[config.mk]
export PLATFORM = sky130hd
export DESIGN_NAME = xlat_fault_unit
export DESIGN_NICKNAME = d
export VERILOG_FILES = /design/src/rtl/xfu_pkg.sv /design/src/rtl/xfu_capture.sv /design/src/rtl/xfu_regs.sv /design/src/rtl/xfu_id_decode.sv /design/src/rtl/xlat_fault_unit.sv
export SDC_FILE = /design/constraint.sdc
export NUM_CORES = 1
export LEC_CHECK = 0
export BUFFER_PORTS_ARGS = -buffer_cell sky130_fd_sc_hd__buf_2
export CAP_MARGIN = 30
export CORE_ASPECT_RATIO = 1.75
export CORE_MARGIN = 2
export CORE_UTILIZATION = 35
export DETAILED_ROUTE_END_ITERATION = 16
export GPL_TIMING_DRIVEN = 1
export SYNTH_ARGS = -nofsm -noshare
export SYNTH_HDL_FRONTEND = slang
export SYNTH_SLANG_ARGS = --single-unit
export TNS_END_PERCENT = 5
[constraint.sdc]
create_clock -name clk -period 2.64 [get_ports clk]
set_clock_uncertainty 0.2 [all_clocks]
set_input_delay 0.264 -clock clk [delete_from_list [all_inputs] [get_ports clk]]
set_output_delay 0.264 -clock clk [all_outputs]
set_load 0.02 [all_outputs]
[src/rtl/xfu_pkg.sv]
package xfu_pkg;
    localparam int DATA_W     = 32;
    localparam int ADDR_W     = 12;
    localparam int N_CAUSE    = 8;
    localparam int ID_W       = 16;
    localparam int PAGE_SHIFT = 12;
    localparam int ALIGN_LOG2 = 7;
    localparam int CLR_BIT    = 12;

    localparam int GRP_LSB    = 13;
    localparam int GRP_W      = 3;
    localparam int PORT_LSB   = 8;
    localparam int PORT_W     = 4;
    localparam int GRP_BASE   = 6;

    localparam logic [ADDR_W-1:0] OFS_PROT = 12'h214;
    localparam logic [ADDR_W-1:0] OFS_CTRL = 12'h220;
    localparam logic [ADDR_W-1:0] OFS_STAT = 12'h224;
    localparam logic [ADDR_W-1:0] OFS_FVA  = 12'h228;
    localparam logic [ADDR_W-1:0] OFS_FPA  = 12'h22C;
    localparam logic [ADDR_W-1:0] OFS_RID  = 12'h388;

    localparam logic [DATA_W-1:0] VA_MASK   = {DATA_W{1'b1}} << PAGE_SHIFT;
    localparam logic [DATA_W-1:0] PROT_MASK = {DATA_W{1'b1}} << ALIGN_LOG2;

    typedef enum logic [0:0] {
        ST_IDLE = 1'b0,
        ST_HELD = 1'b1
    } cap_state_e;
endpackage

[src/rtl/xfu_capture.sv]
module xfu_capture
    import xfu_pkg::*;
(
    input  logic                clk,
    input  logic                rst_n,
    input  logic                evt_valid,
    input  logic [N_CAUSE-1:0]  evt_cause,
    input  logic [DATA_W-1:0]   evt_va,
    input  logic [DATA_W-1:0]   evt_pa,
    input  logic [ID_W-1:0]     evt_id,
    input  logic                clr_pulse,
    output logic [N_CAUSE-1:0]  status_q,
    output logic [DATA_W-1:0]   va_q,
    output logic [DATA_W-1:0]   pa_q,
    output logic [ID_W-1:0]     id_q
);
    cap_state_e state_q, state_d;
    logic       fire;
    logic       take;

    assign fire = evt_valid && (|evt_cause);

    // state register
    always_ff @(posedge clk or negedge rst_n) begin
        if (!rst_n) state_q <= ST_IDLE;
        else        state_q <= state_d;
    end

    // next state and load decision
    always_comb begin
        state_d = state_q;
        take    = 1'b0;
        unique case (state_q)
            ST_IDLE: begin
                if (fire) begin
                    state_d = ST_HELD;
                    take    = 1'b1;
                end
            end
            ST_HELD: begin
                if (clr_pulse && fire) begin
                    state_d = ST_HELD;
                    take    = 1'b1;
                end else if (clr_pulse) begin
                    state_d = ST_IDLE;
                end
            end
        endcase
    end

    // captured data
    always_ff @(posedge clk or negedge rst_n) begin
        if (!rst_n) begin
            va_q <= '0;
            pa_q <= '0;
            id_q <= '0;
        end else if (take) begin
            va_q <= evt_va & VA_MASK;
            pa_q <= evt_pa;
            id_q <= evt_id;
        end
    end

    // cause status
    always_ff @(posedge clk or negedge rst_n) begin
        if (!rst_n)          status_q <= '0;
        else if (take)       status_q <= evt_cause;
        else if (clr_pulse)  status_q <= '0;
        else if (fire)       status_q <= status_q | evt_cause;
    end


    accum_keeps_data_chk: assert property (@(posedge clk) disable iff (!rst_n)
        (state_q == ST_HELD && !clr_pulse) |=> ($stable(va_q) && $stable(pa_q) && $stable(id_q)));


    status_grows_chk: assert property (@(posedge clk) disable iff (!rst_n)
        !clr_pulse |=> ((status_q & $past(status_q)) == $past(status_q)));


    clear_empties_chk: assert property (@(posedge clk) disable iff (!rst_n)
        (clr_pulse && !fire) |=> (status_q == '0 && state_q == ST_IDLE));


    recapture_chk: assert property (@(posedge clk) disable iff (!rst_n)
        (clr_pulse && fire) |=> (status_q == $past(evt_cause)));


    zero_cause_chk: assert property (@(posedge clk) disable iff (!rst_n)
        (evt_valid && evt_cause == '0 && !clr_pulse) |=> ($stable(status_q) && $stable(va_q)));
endmodule

[src/rtl/xfu_regs.sv]
module xfu_regs
    import xfu_pkg::*;
(
    input  logic                clk,
    input  logic                rst_n,
    input  logic                bus_wr,
    input  logic [ADDR_W-1:0]   bus_addr,
    input  logic [DATA_W-1:0]   bus_wdata,
    input  logic [N_CAUSE-1:0]  status_q,
    input  logic [DATA_W-1:0]   va_q,
    input  logic [DATA_W-1:0]   pa_q,
    input  logic [ID_W-1:0]     id_q,
    output logic [N_CAUSE-1:0]  en_q,
    output logic [DATA_W-1:0]   prot_q,
    output logic                clr_pulse,
    output logic [DATA_W-1:0]   bus_rdata
);
    localparam int STAT_PAD = DATA_W - N_CAUSE;
    localparam int ID_PAD   = DATA_W - ID_W;

    logic wr_ctrl, wr_prot;

    assign wr_ctrl   = bus_wr && (bus_addr == OFS_CTRL);
    assign wr_prot   = bus_wr && (bus_addr == OFS_PROT);
    assign clr_pulse = wr_ctrl && bus_wdata[CLR_BIT];

    always_ff @(posedge clk or negedge rst_n) begin
        if (!rst_n) begin
            en_q   <= '0;
            prot_q <= '0;
        end else begin
            if (wr_ctrl) en_q   <= bus_wdata[N_CAUSE-1:0];
            if (wr_prot) prot_q <= bus_wdata & PROT_MASK;
        end
    end

    always_comb begin
        unique case (bus_addr)
            OFS_PROT: bus_rdata = prot_q;
            OFS_CTRL: bus_rdata = {{STAT_PAD{1'b0}}, en_q};
            OFS_STAT: bus_rdata = {{STAT_PAD{1'b0}}, status_q};
            OFS_FVA:  bus_rdata = va_q;
            OFS_FPA:  bus_rdata = pa_q;
            OFS_RID:  bus_rdata = {{ID_PAD{1'b0}}, id_q};
            default:  bus_rdata = '0;
        endcase
    end


    enable_write_chk: assert property (@(posedge clk) disable iff (!rst_n)
        wr_ctrl |=> (en_q == $past(bus_wdata[N_CAUSE-1:0])));


    prot_write_chk: assert property (@(posedge clk) disable iff (!rst_n)
        wr_prot |=> (prot_q == ($past(bus_wdata) & PROT_MASK)));


    prot_hold_chk: assert property (@(posedge clk) disable iff (!rst_n)
        !wr_prot |=> $stable(prot_q));
endmodule

[src/rtl/xfu_id_decode.sv]
module xfu_id_decode
    import xfu_pkg::*;
(
    input  logic [ID_W-1:0]    id_q,
    output logic [GRP_W-1:0]   req_group,
    output logic [PORT_W-1:0]  req_port
);
    localparam logic [GRP_W-1:0] BASE = GRP_W'(GRP_BASE);

    assign req_port  = id_q[PORT_LSB +: PORT_W];
    assign req_group = BASE - id_q[GRP_LSB +: GRP_W];
endmodule

[src/rtl/xlat_fault_unit.sv]
module xlat_fault_unit
    import xfu_pkg::*;
(
    input  logic                clk,
    input  logic                rst_n,
    input  logic                evt_valid,
    input  logic [N_CAUSE-1:0]  evt_cause,
    input  logic [DATA_W-1:0]   evt_va,
    input  logic [DATA_W-1:0]   evt_pa,
    input  logic [ID_W-1:0]     evt_id,
    input  logic                bus_wr,
    input  logic [ADDR_W-1:0]   bus_addr,
    input  logic [DATA_W-1:0]   bus_wdata,
    output logic [DATA_W-1:0]   bus_rdata,
    output logic                irq,
    output logic [DATA_W-1:0]   redirect_addr,
    output logic [GRP_W-1:0]    req_group,
    output logic [PORT_W-1:0]   req_port
);
    logic [N_CAUSE-1:0] status_q, en_q, pend;
    logic [DATA_W-1:0]  va_q, pa_q;
    logic [ID_W-1:0]    id_q;
    logic               clr_pulse;

    xfu_regs u_regs (
        .clk       (clk),
        .rst_n     (rst_n),
        .bus_wr    (bus_wr),
        .bus_addr  (bus_addr),
        .bus_wdata (bus_wdata),
        .status_q  (status_q),
        .va_q      (va_q),
        .pa_q      (pa_q),
        .id_q      (id_q),
        .en_q      (en_q),
        .prot_q    (redirect_addr),
        .clr_pulse (clr_pulse),
        .bus_rdata (bus_rdata)
    );

    xfu_capture u_capture (
        .clk       (clk),
        .rst_n     (rst_n),
        .evt_valid (evt_valid),
        .evt_cause (evt_cause),
        .evt_va    (evt_va),
        .evt_pa    (evt_pa),
        .evt_id    (evt_id),
        .clr_pulse (clr_pulse),
        .status_q  (status_q),
        .va_q      (va_q),
        .pa_q      (pa_q),
        .id_q      (id_q)
    );

    xfu_id_decode u_decode (
        .id_q      (id_q),
        .req_group (req_group),
        .req_port  (req_port)
    );

    for (genvar c = 0; c < N_CAUSE; c++) begin : g_pend
        assign pend[c] = status_q[c] & en_q[c];
    end

    assign irq = |pend;


    irq_needs_cause_chk: assert property (@(posedge clk) disable iff (!rst_n)
        irq |-> (status_q != '0 && en_q != '0));


    irq_drops_chk: assert property (@(posedge clk) disable iff (!rst_n)
        (clr_pulse && !(evt_valid && |evt_cause)) |=> !irq);
endmodule

After elaboration in Yosys (flattened, before gate mapping)
Cells that the tools add are included.
{"block": "word_totals", "latch_bits": 0, "register_bits": 110, "out_inout_bits": 72, "mem_bits_ro": 0, "mem_bits_rw": 0, "memories": 0}
{"block": "op_classes", "n_bitwise": 10, "addsub": 1, "multipliers": 0, "magnitude_cmp": 0, "eq_ne": 6, "shift": 0, "muxes": 10, "reduce_logical": 8, "div_mod_pow": 0}
{"operator": "32-bit case mux with 6 select lines", "count": 1}
{"operator": "12-bit by 10-bit equality test with 1-bit output, second input constant", "count": 6}
{"operator": "8-bit 2-to-1 mux", "count": 3}
{"operator": "8-bit OR reduction", "count": 2}
{"operator": "1-bit AND", "count": 8}
{"operator": "8-bit OR", "count": 1}
{"operator": "1-bit logical AND", "count": 5}
{"operator": "1-bit 2-to-1 mux", "count": 4}
{"operator": "1-bit case mux with 2 select lines", "count": 2}
{"operator": "3-bit nonzero test", "count": 1}
{"operator": "3-bit subtractor, first input constant", "count": 1}
{"operator": "1-bit inverter", "count": 1}

Logic depth before layout (Yosys ltp)
{"block": "logic_depth", "word_depth": 7, "mapped_depth": 7}

Modules after synthesis
From an unflattened synthesis, not the netlist that was laid out.
{"block": "hier_totals", "cells_unflattened": 443, "hier_area_um2": 5594.1}
{"module": "xfu_capture", "instances": 1, "area_per_inst_um2": 3041.7, "cells_each": 198, "seq_area_each_um2": 1926.8}
{"module": "xfu_regs", "instances": 1, "area_per_inst_um2": 2453.6, "cells_each": 232, "seq_area_each_um2": 825.8}
{"module": "xfu_id_decode", "instances": 1, "area_per_inst_um2": 62.6, "cells_each": 8, "seq_area_each_um2": 0.0}
{"module": "xlat_fault_unit", "instances": 1, "area_per_inst_um2": 36.3, "cells_each": 5, "seq_area_each_um2": 0.0}

Least setup slack after synthesis
OpenSTA, ideal clock, no wires.
{"block": "synth_path", "path_kind": "input to output", "start": "input bus_addr[8]", "end": "output bus_rdata[18]", "path_slack_ns": 0.485, "arrival_time_ns": 1.691, "cell_stages": 5, "path_cell_list": "nor4b_2 -> nand4_1 -> clkbuf_1 -> buf_1 -> o2bb2ai_1"}
{"block": "synth_via", "elab_chain_cells": 2, "word_cells_on_any_way": 7, "classes_between": "6 x eq/ne; 1 x mux"}
{"item": "start: declaration", "line_no": "xlat_fault_unit.sv:12", "rtl": "input logic [ADDR_W-1:0] bus_addr,"}
{"item": "12-bit by 10-bit equality test with 1-bit output", "line_no": "xfu_regs.sv:38", "rtl": "unique case (bus_addr)"}
{"item": "32-bit case mux with 6 select lines (*)", "line_no": "xfu_regs.sv:38"}
{"item": "end: declaration", "line_no": "xlat_fault_unit.sv:14", "rtl": "output logic [DATA_W-1:0] bus_rdata,"}
Every way passes the cells marked *; elsewhere a longest branch is shown, timed or not.

Worst setup path in the final report
{"block": "layout_path", "start": "input evt_cause[1]", "end": "register u_capture.pa_q[2]"}
{"block": "layout_via", "elab_chain_cells": 5, "word_cells_on_any_way": 6, "classes_between": "3 x mux; 3 x reduce/logical"}
{"item": "start: declaration", "line_no": "xlat_fault_unit.sv:7", "rtl": "input logic [N_CAUSE-1:0] evt_cause,"}
{"item": "8-bit OR reduction (*)", "line_no": "xfu_capture.sv:21", "rtl": "assign fire = evt_valid && (|evt_cause);"}
{"item": "1-bit logical AND (*)", "line_no": "xfu_capture.sv:21"}
{"item": "1-bit logical AND", "line_no": "xfu_capture.sv:41", "rtl": "if (clr_pulse && fire) begin"}
{"item": "1-bit 2-to-1 mux", "line_no": "xfu_capture.sv:41"}
{"item": "1-bit case mux with 2 select lines (*)", "line_no": "xfu_capture.sv:33", "rtl": "unique case (state_q)"}
{"item": "end signal: assignment", "line_no": "xfu_capture.sv:59", "rtl": "pa_q <= evt_pa;"}
{"item": "end: declaration", "line_no": "xfu_capture.sv:14", "rtl": "output logic [DATA_W-1:0] pa_q,"}
Marks and branches as above.
A chain may end at the register's enable or synchronous reset.

==> out/results.ini <==
[run_status]
status=finished, final reports clean

[yosys]
yosys_warnings=0
seq_area_frac_synth=0.529
ys_top_cells_by_count=110 x dfrtp_1, 69 x mux2_2, 23 x o2bb2ai_1
yosysTopAreaCell=dfrtp_1
synth_cell_types=34
synth_top_cell_area_share=0.529
syn-cell-area_sq_um=5200
synth_area_leaders=dfrtp_1 53%, mux2_2 15%, mux2_4 5.8%
ys_ff_latch=110
syn_area_per_cell_sq_um=14.1
synthCells=370
yosysMostFrequentCell=dfrtp_1
synth_ff_type=dfrtp_1
synth-edff-count=0
synthArstFlopShare=1.00

[floorplanning]
boundaryPins=208
die_x_um=96.2
rows=59
die_area_sq_um=15900
die_h_um=165
initial_core_util=0.354
core_sq_um=14700

[clock_network]
numClockSinks=110
htree_levels=3
cts-root-buf=clkbuf_16
post_cts_buffers=0
clk_path_buf_depth=2
cts_tree=yes
cts_buffers=9
clock_latency_ps=340
path_clk_slew_ps=70

[setup_path]
critPathLaunchType=primary input
r2r-start=u_capture.state_q
reg2reg_depth=3
max_stage_delay_ps=540
crit_path_cell_trace=dlygate4sd3_1, buf_2, or4_1, o21ai_1, a21oi_4, buf_12, mux2_1
cp_max_fo=42
crit_path_top_delay_cell=dlygate4sd3_1
crit_start=evt_cause[1]
rr_endpoint=u_capture.pa_q[28]
crit_type=primary input to flip-flop
reg2reg_slack_ps=1020
worstPathArrival_ps=2470
cp_num_buf_inv=3
setup.worst_path.end_class=flip-flop
critical_path_required_ps=2670
cpLargestDelayFamily=buffers and inverters

[hold_path]
whs_path_depth=2
hold_end=u_regs.prot_q[12]
worstHoldStart=bus_wdata[12]
hp-class=primary input to flip-flop

[placed_design]
dp_hpwl_mm=10.6
dp_slack_ps=280
placed_cells_incl_taps=725
place_congestion=0.790
portBuffers=188

[grt]
grt-ovfl-total=0
grt_max_degree=51
grt_pass1_wl_mm=22.7
antenna_found_initial=1
grt_pass1_vias=4634
grt_usage=0.191

[detailed_routing]
routed_wl_mm=15.3
vias=4175
routedWlPerCell_um=18.0
post-route-drc-count=0
vias_per_cell=4.91
firstDrtPassIters=4
drtIter0Drc=123
antenna_left=0

[sta]
tightestPinTransition_ps=595
setup_ws_ps=197
finalHoldViolCount=0
whs_ps=20.5
slew_headroom=0.604
finalSetupViolations=0
grt_setup_unrepaired=false
finalCritPeriodShare=0.925
min_period_ps=2440
drv_slew=0
clock.fmax_mhz=409
finalSetupTns_ps=0

[pwr]
power_density_nw_per_um2=478
p_leak_nw=3.82
vdd_drop_max_mv=0.293

[cells_and_area]
final_core_util=0.523
drive_gt1_frac=0.465
final_cells=850
final_nets=798
syn2layout_area_growth_pct=47.8

[flow_run]
cap_violations=0

[power by group]
part           leakage [nW]  internal (mW)  switching, mW
Sequential             1.38           1.81         0.0715
Clock                 0.122          0.642          0.619
Combinational          2.31          0.318          0.216
[area by class of cell]
| type | instances | area [sq um] |
|---|---|---|
| Timing Repair Buffer | 308 | 2180 |
| Clock inverter | 5 | 36.3 |
| Antenna cell | 1 | 2.50 |
| Fill cell | 1280 | 7000 |
| Multi-Input combinational cell | 229 | 2250 |
| Sequential cell | 110 | 2750 |
| Inverter | 3 | 11.3 |
| Tap cell | 183 | 229 |
| Clock buffer | 11 | 233 |
[routing by layer]
| layer | part of all wire | global-route usage | vias to the layer above | routed length [um] |
|---|---|---|---|---|
| met5 | 0 | 0 | - | 0 |
| met4 | 0.023 | 0.0779 | 0 | 357 |
| met3 | 0.042 | 0.0309 | 23 | 634 |
| met2 | 0.56 | 0.365 | 126 | 8510 |
| met1 | 0.38 | 0.199 | 2082 | 5770 |
| li1 | - | - | 1944 | - |
[flip-flops by register name, summed over array words and instances, names as in the netlist]
register            cells
u_regs.en_q             8
u_capture.status_q      8
u_capture.va_q         20
u_capture.pa_q         32
u_regs.prot_q          25
u_capture.id_q         16
u_capture.state_q       1
[through the flow]
stage,power (mW),cell area (sq um)
after floorplan,2.13,5220
after global routing,3.86,7690
after global placement,2.31,6340
after detailed placement,2.33,6340
after CTS,3.73,7690
final,3.68,7690
[kinds of logic after synthesis]
group,synth area share
AO/OA/AOI/OAI,0.0914
AND/OR/NAND/NOR,0.0407
buffers and inverters,0.0450
multiplexers,0.289
XOR/XNOR,0.00168
other,0.000721
adder cells (fa/ha/maj),0.00241
flip-flops,0.529
[cell usage in the layout (no fill, tap or decap), drive strengths merged, types with 2 or more instances in the layout]
cell type / count
nand3: 2
a221o: 9
nor4b: 2
dfrtp: 110
inv: 3
mux2: 109
nor2: 13
a22o: 8
nand4: 3
conb: 7
or4: 3
clkinv: 2
nand2: 8
clkbuf: 11
dlygate4sd3: 108
clkinvlp: 3
a22oi: 12
buf: 200
mux2i: 20
o2bb2ai: 23
[timing repair]
action                                  4_1_cts  5_1_grt
gates resized for setup                       0        0
endpoints found under the setup margin        0        0
hold buffers                                108        0
endpoints found under the hold margin       149        0
[how the worst max path moves through the flow]
stage                         to  cells past startpoint
3_3_place_gp   u_regs.prot_q[24]                      6
5_1_grt        u_capture.pa_q[2]                      7
2_1_floorplan      bus_rdata[18]                      5
4_1_cts        u_capture.pa_q[2]                      7
3_5_place_dp   u_regs.prot_q[23]                      6
6_report       u_capture.pa_q[2]                      7
Note: power is estimated with default switching activity, not from simulation.
